File: config.mk
export PLATFORM = sky130hd
export DESIGN_NAME = mst_ctrl
export DESIGN_NICKNAME = d
export VERILOG_FILES = /design/src/rtl/mst_pkg.sv /design/src/rtl/mst_tap_fsm.sv /design/src/rtl/mst_ir.sv /design/src/rtl/mst_acell.sv /design/src/rtl/mst_ctrl.sv
export SDC_FILE = /design/constraint.sdc
export NUM_CORES = 1
export LEC_CHECK = 0
export BUFFER_PORTS_ARGS = -buffer_cell sky130_fd_sc_hd__buf_2
export CAP_MARGIN = 20
export CORE_ASPECT_RATIO = 2
export CORE_MARGIN = 4
export CORE_UTILIZATION = 50
export CTS_BUF_LIST = sky130_fd_sc_hd__clkbuf_4 sky130_fd_sc_hd__clkbuf_8 sky130_fd_sc_hd__clkbuf_16
export CTS_CLUSTER_DIAMETER = 80
export DETAILED_ROUTE_END_ITERATION = 10
export MAX_ROUTING_LAYER = met4
export PLACE_DENSITY_LB_ADDON = 0.15
export SLEW_MARGIN = 20
export SYNTH_ARGS = -nofsm -noshare
export SYNTH_HDL_FRONTEND = slang
export SYNTH_SLANG_ARGS = --single-unit
File: constraint.sdc
create_clock -name tck -period 1.7 [get_ports tck]
set_input_delay 0.255 -clock tck [delete_from_list [all_inputs] [get_ports tck]]
set_output_delay 0.255 -clock tck [all_outputs]
set_load 0.02 [all_outputs]
File: src/rtl/mst_pkg.sv
package mst_pkg;

    typedef enum logic [3:0] {
        TS_RESET, TS_IDLE,
        TS_SEL_DR, TS_CAP_DR, TS_SHIFT_DR, TS_EXIT1_DR, TS_PAUSE_DR, TS_EXIT2_DR, TS_UPD_DR,
        TS_SEL_IR, TS_CAP_IR, TS_SHIFT_IR, TS_EXIT1_IR, TS_PAUSE_IR, TS_EXIT2_IR, TS_UPD_IR
    } tap_state_t;

    typedef enum logic [1:0] {
        OP_EXT, OP_PROBE, OP_SAMPLE, OP_BYP
    } op_t;

    localparam int IR_WIDTH = 8;
    localparam logic [IR_WIDTH-1:0] CODE_EXT    = 8'h00;
    localparam logic [IR_WIDTH-1:0] CODE_PROBE  = 8'h01;
    localparam logic [IR_WIDTH-1:0] CODE_SAMPLE = 8'h02;

endpackage

File: src/rtl/mst_tap_fsm.sv
module mst_tap_fsm
    import mst_pkg::*;
(
    input  logic tck,
    input  logic trst_n,
    input  logic tms,
    output logic tlr,
    output logic cap_ir,
    output logic sh_ir,
    output logic upd_ir,
    output logic cap_dr,
    output logic sh_dr,
    output logic upd_dr
);

    tap_state_t state, nxt;

    always_ff @(posedge tck or negedge trst_n) begin
        if (!trst_n) state <= TS_RESET;
        else         state <= nxt;
    end

    always_comb begin
        nxt = state;
        unique case (state)
            TS_RESET:    nxt = tms ? TS_RESET    : TS_IDLE;
            TS_IDLE:     nxt = tms ? TS_SEL_DR   : TS_IDLE;
            TS_SEL_DR:   nxt = tms ? TS_SEL_IR   : TS_CAP_DR;
            TS_CAP_DR:   nxt = tms ? TS_EXIT1_DR : TS_SHIFT_DR;
            TS_SHIFT_DR: nxt = tms ? TS_EXIT1_DR : TS_SHIFT_DR;
            TS_EXIT1_DR: nxt = tms ? TS_UPD_DR   : TS_PAUSE_DR;
            TS_PAUSE_DR: nxt = tms ? TS_EXIT2_DR : TS_PAUSE_DR;
            TS_EXIT2_DR: nxt = tms ? TS_UPD_DR   : TS_SHIFT_DR;
            TS_UPD_DR:   nxt = tms ? TS_SEL_DR   : TS_IDLE;
            TS_SEL_IR:   nxt = tms ? TS_RESET    : TS_CAP_IR;
            TS_CAP_IR:   nxt = tms ? TS_EXIT1_IR : TS_SHIFT_IR;
            TS_SHIFT_IR: nxt = tms ? TS_EXIT1_IR : TS_SHIFT_IR;
            TS_EXIT1_IR: nxt = tms ? TS_UPD_IR   : TS_PAUSE_IR;
            TS_PAUSE_IR: nxt = tms ? TS_EXIT2_IR : TS_PAUSE_IR;
            TS_EXIT2_IR: nxt = tms ? TS_UPD_IR   : TS_SHIFT_IR;
            TS_UPD_IR:   nxt = tms ? TS_SEL_DR   : TS_IDLE;
            default:     nxt = TS_RESET;
        endcase
    end

    always_comb begin
        tlr = 1'b0; cap_ir = 1'b0; sh_ir = 1'b0; upd_ir = 1'b0;
        cap_dr = 1'b0; sh_dr = 1'b0; upd_dr = 1'b0;
        unique case (state)
            TS_RESET:    tlr    = 1'b1;
            TS_CAP_IR:   cap_ir = 1'b1;
            TS_SHIFT_IR: sh_ir  = 1'b1;
            TS_UPD_IR:   upd_ir = 1'b1;
            TS_CAP_DR:   cap_dr = 1'b1;
            TS_SHIFT_DR: sh_dr  = 1'b1;
            TS_UPD_DR:   upd_dr = 1'b1;
            default: ;
        endcase
    end

    AST_RESET_HOLDS: assert property (@(posedge tck) disable iff (!trst_n)
        (state == TS_RESET && tms) |=> (state == TS_RESET));
    AST_SHIFT_LEAVES: assert property (@(posedge tck) disable iff (!trst_n)
        (sh_dr && tms) |=> (state == TS_EXIT1_DR));

endmodule

File: src/rtl/mst_ir.sv
module mst_ir
    import mst_pkg::*;
#(
    parameter int W = IR_WIDTH
) (
    input  logic tck,
    input  logic trst_n,
    input  logic tlr,
    input  logic cap,
    input  logic sh,
    input  logic upd,
    input  logic tdi,
    output logic ir_tdo,
    output logic m1,
    output logic m2,
    output logic dr_bsel
);

    localparam logic [W-1:0] CAP_PAT = {{(W-2){1'b0}}, 2'b01};

    logic [W-1:0] ir_sr, ir_q;
    op_t op;

    always_ff @(posedge tck or negedge trst_n) begin
        if (!trst_n) begin
            ir_sr <= CAP_PAT;
            ir_q  <= '1;
        end else begin
            if (cap)     ir_sr <= CAP_PAT;
            else if (sh) ir_sr <= {tdi, ir_sr[W-1:1]};
            if (tlr)      ir_q <= '1;
            else if (upd) ir_q <= ir_sr;
        end
    end

    always_comb begin
        case (ir_q)
            CODE_EXT:    op = OP_EXT;
            CODE_PROBE:  op = OP_PROBE;
            CODE_SAMPLE: op = OP_SAMPLE;
            default:     op = OP_BYP;
        endcase
    end

    assign ir_tdo  = ir_sr[0];
    assign m1      = (op == OP_EXT);
    assign m2      = (op == OP_EXT) || (op == OP_PROBE);
    assign dr_bsel = (op != OP_BYP);

    AST_IR_RESET: assert property (@(posedge tck) disable iff (!trst_n)
        tlr |=> (op == OP_BYP));
    AST_IR_CAPTURE: assert property (@(posedge tck) disable iff (!trst_n)
        cap |=> (ir_sr[1:0] == 2'b01));

endmodule

File: src/rtl/mst_acell.sv
module mst_acell #(
    parameter int STG = 4
) (
    input  logic           tck,
    input  logic           trst_n,
    input  logic           tlr,
    input  logic           cap,
    input  logic           sh,
    input  logic           upd,
    input  logic           sin,
    input  logic           sense,
    output logic           sout,
    output logic [STG-1:0] ctl
);

    logic [STG-1:0] stg;

    always_ff @(posedge tck or negedge trst_n) begin
        if (!trst_n) begin
            stg <= '0;
            ctl <= '0;
        end else begin
            if (cap)     stg <= {{(STG-1){1'b0}}, sense};
            else if (sh) stg <= {stg[STG-2:0], sin};
            if (tlr)      ctl <= '0;
            else if (upd) ctl <= stg;
        end
    end

    assign sout = stg[STG-1];

    AST_CAP_CLEARS: assert property (@(posedge tck) disable iff (!trst_n)
        cap |=> (stg[STG-1:1] == '0));
    AST_LATCH_STABLE: assert property (@(posedge tck) disable iff (!trst_n)
        (!upd && !tlr) |=> $stable(ctl));

endmodule

File: src/rtl/mst_ctrl.sv
module mst_ctrl
    import mst_pkg::*;
#(
    parameter int NUM_AC = 3,
    parameter int AC_W   = 4
) (
    input  logic                   tck,
    input  logic                   trst_n,
    input  logic                   tms,
    input  logic                   tdi,
    output logic                   tdo,
    output logic                   tdo_oe,
    input  logic [NUM_AC-1:0]      cmp_in,
    input  logic                   dpin_in,
    input  logic                   dcore_out,
    output logic                   dpin_out,
    output logic [NUM_AC*AC_W-1:0] ctl_q,
    output logic                   iso_m1,
    output logic                   test_m2
);

    logic tlr, cap_ir, sh_ir, upd_ir, cap_dr, sh_dr, upd_dr;
    logic ir_tdo, dr_bsel;
    logic b_cap, b_sh, b_upd;
    logic [NUM_AC-1:0] ac_in, ac_out;
    logic din_s, dout_s, dout_lat, byp_s, tdo_mux;

    mst_tap_fsm i_fsm (
        .tck(tck), .trst_n(trst_n), .tms(tms), .tlr(tlr),
        .cap_ir(cap_ir), .sh_ir(sh_ir), .upd_ir(upd_ir),
        .cap_dr(cap_dr), .sh_dr(sh_dr), .upd_dr(upd_dr)
    );

    mst_ir #(.W(IR_WIDTH)) i_ir (
        .tck(tck), .trst_n(trst_n), .tlr(tlr),
        .cap(cap_ir), .sh(sh_ir), .upd(upd_ir), .tdi(tdi),
        .ir_tdo(ir_tdo), .m1(iso_m1), .m2(test_m2), .dr_bsel(dr_bsel)
    );

    assign b_cap = cap_dr && dr_bsel;
    assign b_sh  = sh_dr  && dr_bsel;
    assign b_upd = upd_dr && dr_bsel;

    for (genvar g = 0; g < NUM_AC; g++) begin : g_ac
        if (g == 0) begin : g_head
            assign ac_in[g] = tdi;
        end else begin : g_link
            assign ac_in[g] = ac_out[g-1];
        end
        mst_acell #(.STG(AC_W)) i_cell (
            .tck(tck), .trst_n(trst_n), .tlr(tlr),
            .cap(b_cap), .sh(b_sh), .upd(b_upd),
            .sin(ac_in[g]), .sense(cmp_in[g]),
            .sout(ac_out[g]), .ctl(ctl_q[g*AC_W +: AC_W])
        );
    end

    always_ff @(posedge tck or negedge trst_n) begin
        if (!trst_n) begin
            din_s    <= 1'b0;
            dout_s   <= 1'b0;
            dout_lat <= 1'b0;
            byp_s    <= 1'b0;
        end else begin
            if (b_cap) begin
                din_s  <= dpin_in;
                dout_s <= dcore_out;
            end else if (b_sh) begin
                din_s  <= ac_out[NUM_AC-1];
                dout_s <= din_s;
            end
            if (tlr)        dout_lat <= 1'b0;
            else if (b_upd) dout_lat <= dout_s;
            if (cap_dr && !dr_bsel)     byp_s <= 1'b0;
            else if (sh_dr && !dr_bsel) byp_s <= tdi;
        end
    end

    assign tdo_mux  = sh_ir ? ir_tdo : (dr_bsel ? dout_s : byp_s);
    assign dpin_out = iso_m1 ? dout_lat : dcore_out;

    always_ff @(negedge tck or negedge trst_n) begin
        if (!trst_n) begin
            tdo    <= 1'b0;
            tdo_oe <= 1'b0;
        end else begin
            tdo    <= tdo_mux;
            tdo_oe <= sh_ir || sh_dr;
        end
    end

    AST_OE_WINDOW: assert property (@(posedge tck) disable iff (!trst_n)
        tdo_oe == (sh_ir || sh_dr));
    AST_DLAT_HOLD: assert property (@(posedge tck) disable iff (!trst_n)
        (!b_upd && !tlr) |=> $stable(dout_lat));

endmodule

; ---- After elaboration in Yosys (flattened, before gate mapping)
; Cells that the tools add are included.
[word_totals]
reg_bits = 50
in_bits = 9
[classes]
reduce_logical = 19
n_mux = 48
n_eq_ne = 19
[ops]
columns = operator, count
row1 = two-way mux 4 bit, 16
row2 = case mux 4 bit (12 select lines), 1
row3 = "equality test 4 bit, second input constant", 8
row4 = two-way mux 8 bit, 4
row5 = two-way mux 1 bit, 21
row6 = "equality test 4 x 3 -> 1 bit, second input constant", 4
row7 = nonzero test 2 bit, 5
row8 = "equality test 4 x 2 -> 1 bit, second input constant", 2
row9 = "equality test 8 x 1 -> 1 bit, second input constant", 1
row10 = "equality test 8 x 2 -> 1 bit, second input constant", 1
row11 = logical NOT 8 bit, 1
row12 = two-way mux 2 bit, 3
row13 = two-way mux 3 bit, 2
row14 = case mux 2 bit (3 select lines), 1
row15 = logical AND 1 bit, 5
row16 = "equality test 4 x 1 -> 1 bit, second input constant", 1
row17 = logical NOT 4 bit, 1
row18 = OR reduction 2 bit, 2
row19 = OR reduction 3 bit, 1
row20 = "equality test 2 x 1 -> 1 bit, second input constant", 1
row21 = logical NOT 2 bit, 1
row22 = logical OR 1 bit, 2
row23 = "inequality test 2 bit, second input constant", 1
row24 = logical NOT 1 bit, 1

; ---- Logic depth before layout (Yosys ltp)
[logic_depth]
word_depth = 7
ltp_mapped = 6

; ---- By module
; From an unflattened synthesis, not the netlist that was laid out.
[hier_totals]
cells_unflattened = 214
area_unflattened_um2 = 2384.8
[by_module_without_submodules]
columns = module, instances, cells_per_inst, seq_area_each_um2, area_per_inst_um2
row1 = mst_acell, 3, 27, 200.2, 325.3
row2 = mst_ir, 1, 57, 411.6, 723.2
row3 = mst_ctrl, 1, 30, 150.1, 346.6
row4 = mst_tap_fsm, 1, 46, 100.1, 339.1

==> impl_results.html <==
<table>
<tr><th>Metric</th><th>Value</th></tr>
<tr><th colspan="2">Floorplanning</th></tr>
<tr><td>Starting Density</td><td>51.9%</td></tr>
<tr><td>Die H</td><td>103 um</td></tr>
<tr><td>Die width</td><td>approximately 55 um</td></tr>
<tr><td>Placeable core area</td><td>roughly 4300 sq um</td></tr>
<tr><td>Die Outline Area</td><td>about 5700 sq um</td></tr>
<tr><td>Top-level I/O count</td><td>26</td></tr>
<tr><td>Number of core rows</td><td>34</td></tr>
<tr><th colspan="2">Yosys</th></tr>
<tr><td>Synthesized area</td><td>around 2300 sq um</td></tr>
<tr><td>Flip-flop cell with the highest count after synthesis</td><td>sky130_fd_sc_hd__dfrtp_1</td></tr>
<tr><td>Synthesized-area fraction occupied by ao, oa, aoi and oai cells</td><td>roughly a fifth</td></tr>
<tr><td>Fraction of synthesized cell area in xor and xnor cells</td><td>less than 1%</td></tr>
<tr><td>Async S/R FF share, synth</td><td>100%</td></tr>
<tr><td>Arithmetic-cell share of the synthesized area counting full adders, half adders and majority gates</td><td>0%</td></tr>
<tr><td>Synth unique cells</td><td>36</td></tr>
<tr><td>Yosys warns</td><td>0</td></tr>
<tr><td>Number of enable flip-flop cells after synthesis</td><td>0</td></tr>
<tr><td>Syn Area/Cell</td><td>9.96 sq um</td></tr>
<tr><td>Synthesized Nets</td><td>between 200 and 250</td></tr>
<tr><td>Combinational family with the most area after synthesis</td><td>compound AO/OA/AOI/OAI gates</td></tr>
<tr><td>Synthesized instance count</td><td>between 200 and 250</td></tr>
<tr><td>Seq/Total Area, Yosys</td><td>~56%</td></tr>
<tr><td>Share of synthesized area spent on multiplexers</td><td>about 3.2%</td></tr>
<tr><td>Total of flip-flops plus latches after synthesis</td><td>50</td></tr>
<tr><td>Post-Synth Simple-Gate Area</td><td>between 15 and 20%</td></tr>
<tr><th colspan="2">Power</th></tr>
<tr><td>Combinational cell fraction of total power</td><td>around two fifths</td></tr>
<tr><td>Sw Share</td><td>36.1%</td></tr>
<tr><td>Power dissipated by switching net loads</td><td>between 1 and 1.5 mW</td></tr>
<tr><td>Fraction of power consumed by sequential logic</td><td>41.2%</td></tr>
<tr><td>Ratio of total power to cell area</td><td>1330 nW/um^2</td></tr>
<tr><td>Internal power</td><td>2.46 mW</td></tr>
<tr><td>Worst vdd ir</td><td>between 0.001 and 0.0015 V</td></tr>
<tr><td>Fraction of power consumed by the clock network</td><td>19.7%</td></tr>
<tr><td>Leakage power</td><td>~1.4 nW</td></tr>
<tr><th colspan="2">Worst setup path</th></tr>
<tr><td>Depth of the worst register-to-register path</td><td>5</td></tr>
<tr><td>Crit path DAT</td><td>around 1.9 ns</td></tr>
<tr><td>Category of the most critical setup path</td><td>flop to output pin</td></tr>
<tr><td>Slowest cell on crit path</td><td>sky130_fd_sc_hd__dfstp_2</td></tr>
<tr><td>Required time at the worst-slack endpoint</td><td>1.44 ns</td></tr>
<tr><td>Cells along the critical path</td><td>nor4_4 &gt; buf_4 &gt; buf_6 &gt; nand2_4 &gt; nor3_4 &gt; mux2_4 &gt; buf_6</td></tr>
<tr><td>CP max stage delay</td><td>approximately 0.4 ns</td></tr>
<tr><td>Worst setup SP type</td><td>flop</td></tr>
<tr><td>Capturing element type of the critical path</td><td>output pin</td></tr>
<tr><td>Critical path fanouts, max</td><td>3</td></tr>
<tr><td>Cell repeated most along the worst path</td><td>sky130_fd_sc_hd__buf_6</td></tr>
<tr><th colspan="2">CTS</th></tr>
<tr><td>Root buffer cell</td><td>sky130_fd_sc_hd__clkbuf_8</td></tr>
<tr><td>Number of buffers on the longest clock path</td><td>2</td></tr>
<tr><td>CTS sink count</td><td>50</td></tr>
<tr><td>CTS H-Tree Depth</td><td>2</td></tr>
<tr><td>CTS clk-pin slew, worst paths</td><td>approximately 0.09 ns</td></tr>
<tr><td>Number of buffers created by CTS</td><td>5</td></tr>
<tr><td>Clock latency on the worst-skew pair</td><td>roughly 0.30 ns</td></tr>
<tr><td>TritonCTS clock tree</td><td>built</td></tr>
<tr><th colspan="2">Final layout</th></tr>
<tr><td>Number of nets in the layout</td><td>between 200 and 300</td></tr>
<tr><td>Utilization of the core after routing</td><td>about two thirds</td></tr>
<tr><td>Fraction of final layout cells sized beyond drive strength 1</td><td>approximately a third</td></tr>
<tr><td>Total inserted antenna cells</td><td>0</td></tr>
<tr><td>Signed area change from the synthesized netlist to the final layout</td><td>28.9%</td></tr>
<tr><td>Post-route standard cell area excluding fillers</td><td>a little under 3000 sq um</td></tr>
<tr><th colspan="2">STA</th></tr>
<tr><td>Fin Hold WS</td><td>0.215 ns</td></tr>
<tr><td>Worst clock skew on the final layout</td><td>0.00412 ns</td></tr>
<tr><td>Ratio of final minimum period to clock period</td><td>128%</td></tr>
<tr><td>Headroom to the max-slew limit</td><td>65.9%</td></tr>
<tr><td>Crit path setup slack, layout</td><td>-0.473 ns</td></tr>
<tr><td>Number of endpoints failing setup at the final stage</td><td>20</td></tr>
<tr><td>Slew at the pin closest to its max-slew limit</td><td>0.512 ns</td></tr>
<tr><td>Final Max Tran Viols</td><td>0</td></tr>
<tr><td>Highest clock rate</td><td>about 460 MHz</td></tr>
<tr><td>Min Clock Period, post-route</td><td>2.17 ns</td></tr>
<tr><td>Unrepaired setup endpoints after global routing</td><td>true</td></tr>
<tr><td>Hold Violations, Final</td><td>0</td></tr>
<tr><th colspan="2">Global route</th></tr>
<tr><td>Wire length of the first global-routing pass</td><td>between 8000 and 9000 um</td></tr>
<tr><td>Pin count of the biggest net entering global routing</td><td>42</td></tr>
<tr><td>Number of antenna violations at the first check in global routing</td><td>0</td></tr>
<tr><td>Final global-route overflow total</td><td>0</td></tr>
<tr><td>Global-route usage over all layers</td><td>20.0%</td></tr>
<tr><td>Vias in the first global route</td><td>1835</td></tr>
<tr><th colspan="2">Placed design</th></tr>
<tr><td>Worst Setup Slack post-DPL</td><td>-0.348 ns</td></tr>
<tr><td>Global placement routability congestion</td><td>0.836</td></tr>
<tr><td>Total cell area at the placement stage</td><td>2620 sq um</td></tr>
<tr><td>Port bufs</td><td>25</td></tr>
<tr><td>Detailed placer's ending HPWL</td><td>around 3600 um</td></tr>
<tr><th colspan="2">Detailed routing</th></tr>
<tr><td>Number of vias after detailed routing</td><td>between 1500 and 2000</td></tr>
<tr><td>Total wire length</td><td>roughly 5100 um</td></tr>
<tr><td>DR DRC count</td><td>0</td></tr>
<tr><td>Routed via count divided by cell count</td><td>5.54</td></tr>
<tr><td>Number of DRC violations after detailed-routing iteration 0</td><td>21</td></tr>
<tr><td>Antenna violation net count after detailed routing</td><td>0</td></tr>
<tr><td>Routed wire length per instance</td><td>15.4 um</td></tr>
<tr><td>Length of the first detailed-routing pass in iterations</td><td>4</td></tr>
<tr><th colspan="2">Worst hold path</th></tr>
<tr><td>Hold Path Cell Cnt</td><td>3</td></tr>
<tr><td>Hold crit path type</td><td>input pin to flop</td></tr>
<tr><th colspan="2">Outcome</th></tr>
<tr><td>Status</td><td>finished with violations</td></tr>
<tr><td>Failing checks</td><td>setup timing</td></tr>
<tr><th colspan="2">Flow run</th></tr>
<tr><td>Count of maximum capacitance violations</td><td>0</td></tr>
</table>
[sequential cells by signal, indices dropped and copies added, names as in the netlist]
register / count
g_ac.i_cell.stg: 12
dout_s: 1
tdo: 1
din_s: 1
tdo_oe: 1
i_ir.ir_q: 8
i_ir.ir_sr: 8
g_ac.i_cell.ctl: 12
i_fsm.state: 4
dout_lat: 1
byp_s: 1
[placed cells by master, fill, tap and decap left out, types with 2 or more instances in the layout]
master,netlist,final
sky130_fd_sc_hd__buf_12,0,2
sky130_fd_sc_hd__buf_2,2,20
sky130_fd_sc_hd__nor2_1,5,3
sky130_fd_sc_hd__inv_1,4,4
sky130_fd_sc_hd__dfrtn_1,2,2
sky130_fd_sc_hd__buf_4,0,25
sky130_fd_sc_hd__a21oi_1,10,10
sky130_fd_sc_hd__a22o_1,13,13
sky130_fd_sc_hd__nor3_1,7,6
sky130_fd_sc_hd__o21ai_1,1,3
sky130_fd_sc_hd__mux2i_1,5,5
sky130_fd_sc_hd__o21ai_0,33,31
sky130_fd_sc_hd__buf_6,1,12
sky130_fd_sc_hd__dfrtp_1,39,39
sky130_fd_sc_hd__nand2_1,52,50
sky130_fd_sc_hd__dfstp_2,9,9
sky130_fd_sc_hd__clkbuf_8,0,7
sky130_fd_sc_hd__nand2_4,0,2
sky130_fd_sc_hd__a22oi_1,8,8
[synthesized netlist by cell type, drive strengths merged, types with 3 or more instances]
| cell type | number | area, sq um |
|---|---|---|
| dfstp | 9 | 236 |
| clkbuf | 12 | 45.0 |
| o21ai | 34 | 170 |
| inv | 4 | 15.0 |
| mux2i | 5 | 50.1 |
| a21oi | 10 | 50.1 |
| dfrtp | 39 | 976 |
| a22oi | 8 | 60.1 |
| buf | 3 | 21.3 |
| nand2 | 53 | 201 |
| nor2 | 5 | 18.8 |
| a22o | 13 | 114 |
| nor3 | 7 | 35.0 |
[power groups by stage]
stage / clock (mW) / sequential [mW] / combinational, mW
2_1_floorplan: 0 / 1.59 / 0.920
3_3_place_gp: 0 / 1.58 / 1.31
3_5_place_dp: 0 / 1.59 / 1.34
4_1_cts: 0.781 / 1.59 / 1.49
5_1_grt: 0.832 / 1.63 / 1.67
6_report: 0.758 / 1.59 / 1.51
[path summary, 6_finish.rpt]
kind                                                   start                           endpoint  slack (ns)
max                                 i_ir.ir_q[4]$_DFFE_PN1P_                           dpin_out       -0.47
min                                                      tdi          i_ir.ir_sr[7]$_DFFE_PN0N_        0.22
max reg2reg                         i_ir.ir_q[4]$_DFFE_PN1P_                      tdo$_DFF_NN0_       -0.46
min reg2reg                g_ac[2].i_cell.ctl[0]$_DFFE_PN0P_  g_ac[2].i_cell.ctl[0]$_DFFE_PN0P_        0.50
max in group asynchronous                             trst_n                   tdo_oe$_DFF_NN0_        0.40
min in group asynchronous                             trst_n  g_ac[0].i_cell.ctl[1]$_DFFE_PN0P_        0.33
[cell type report]
cell class / instances / area (sq um)
Clock buffer: 7 / 96.3
Clock inverter: 1 / 8.76
Fill cell: 378 / 1440
Inverter: 4 / 15.0
Multi-Input combinational cell: 157 / 978
Sequential cell: 50 / 1260
Tap cell: 54 / 67.6
Timing Repair Buffer: 60 / 473
[cells by family after synthesis]
logic type             Yosys count
AO/OA/AOI/OAI                   73
XOR/XNOR                         1
buffers and inverters           19
flip-flops                      50
multiplexers                     7
AND/OR/NAND/NOR                 76
[per-stage QoR]
| step | cells | TNS, ns | total power [mW] |
|---|---|---|---|
| final | 333 | -4.90 | 3.85 |
| after global routing | 333 | -6.07 | 4.13 |
| after CTS | 333 | -5.95 | 3.86 |
| after detailed placement | 317 | -2.43 | 2.93 |
| after global placement | 317 | -2.31 | 2.89 |
| after floorplan | 226 | -0.811 | 2.51 |
[timing repair]
item / CTS / global route
pin swaps: 5 / 6
cloned: 1 / 0
endpoints found under the setup margin: 20 / 40
gates resized for setup: 22 / 12
hold endpoints to repair: 7 / 0
hold buffers: 1 / 0
buffers inserted: 6 / 2
[metal layers]
layer	vias up	track usage, %	wire [um]
li1	899	-	-
met1	906	20.4	1910
met2	30	37.1	2920
met3	10	2.76	150
met4	0	9.93	144
met5	-	-	0
[critical path, delay by kind of cell (launching register included)]
kind                   cells  cell delay (ns)
buffers and inverters      3             0.37
AND/OR/NAND/NOR            3             0.51
multiplexers               1             0.33
flip-flops                 1             0.40
(Power assumes the default switching activity.)
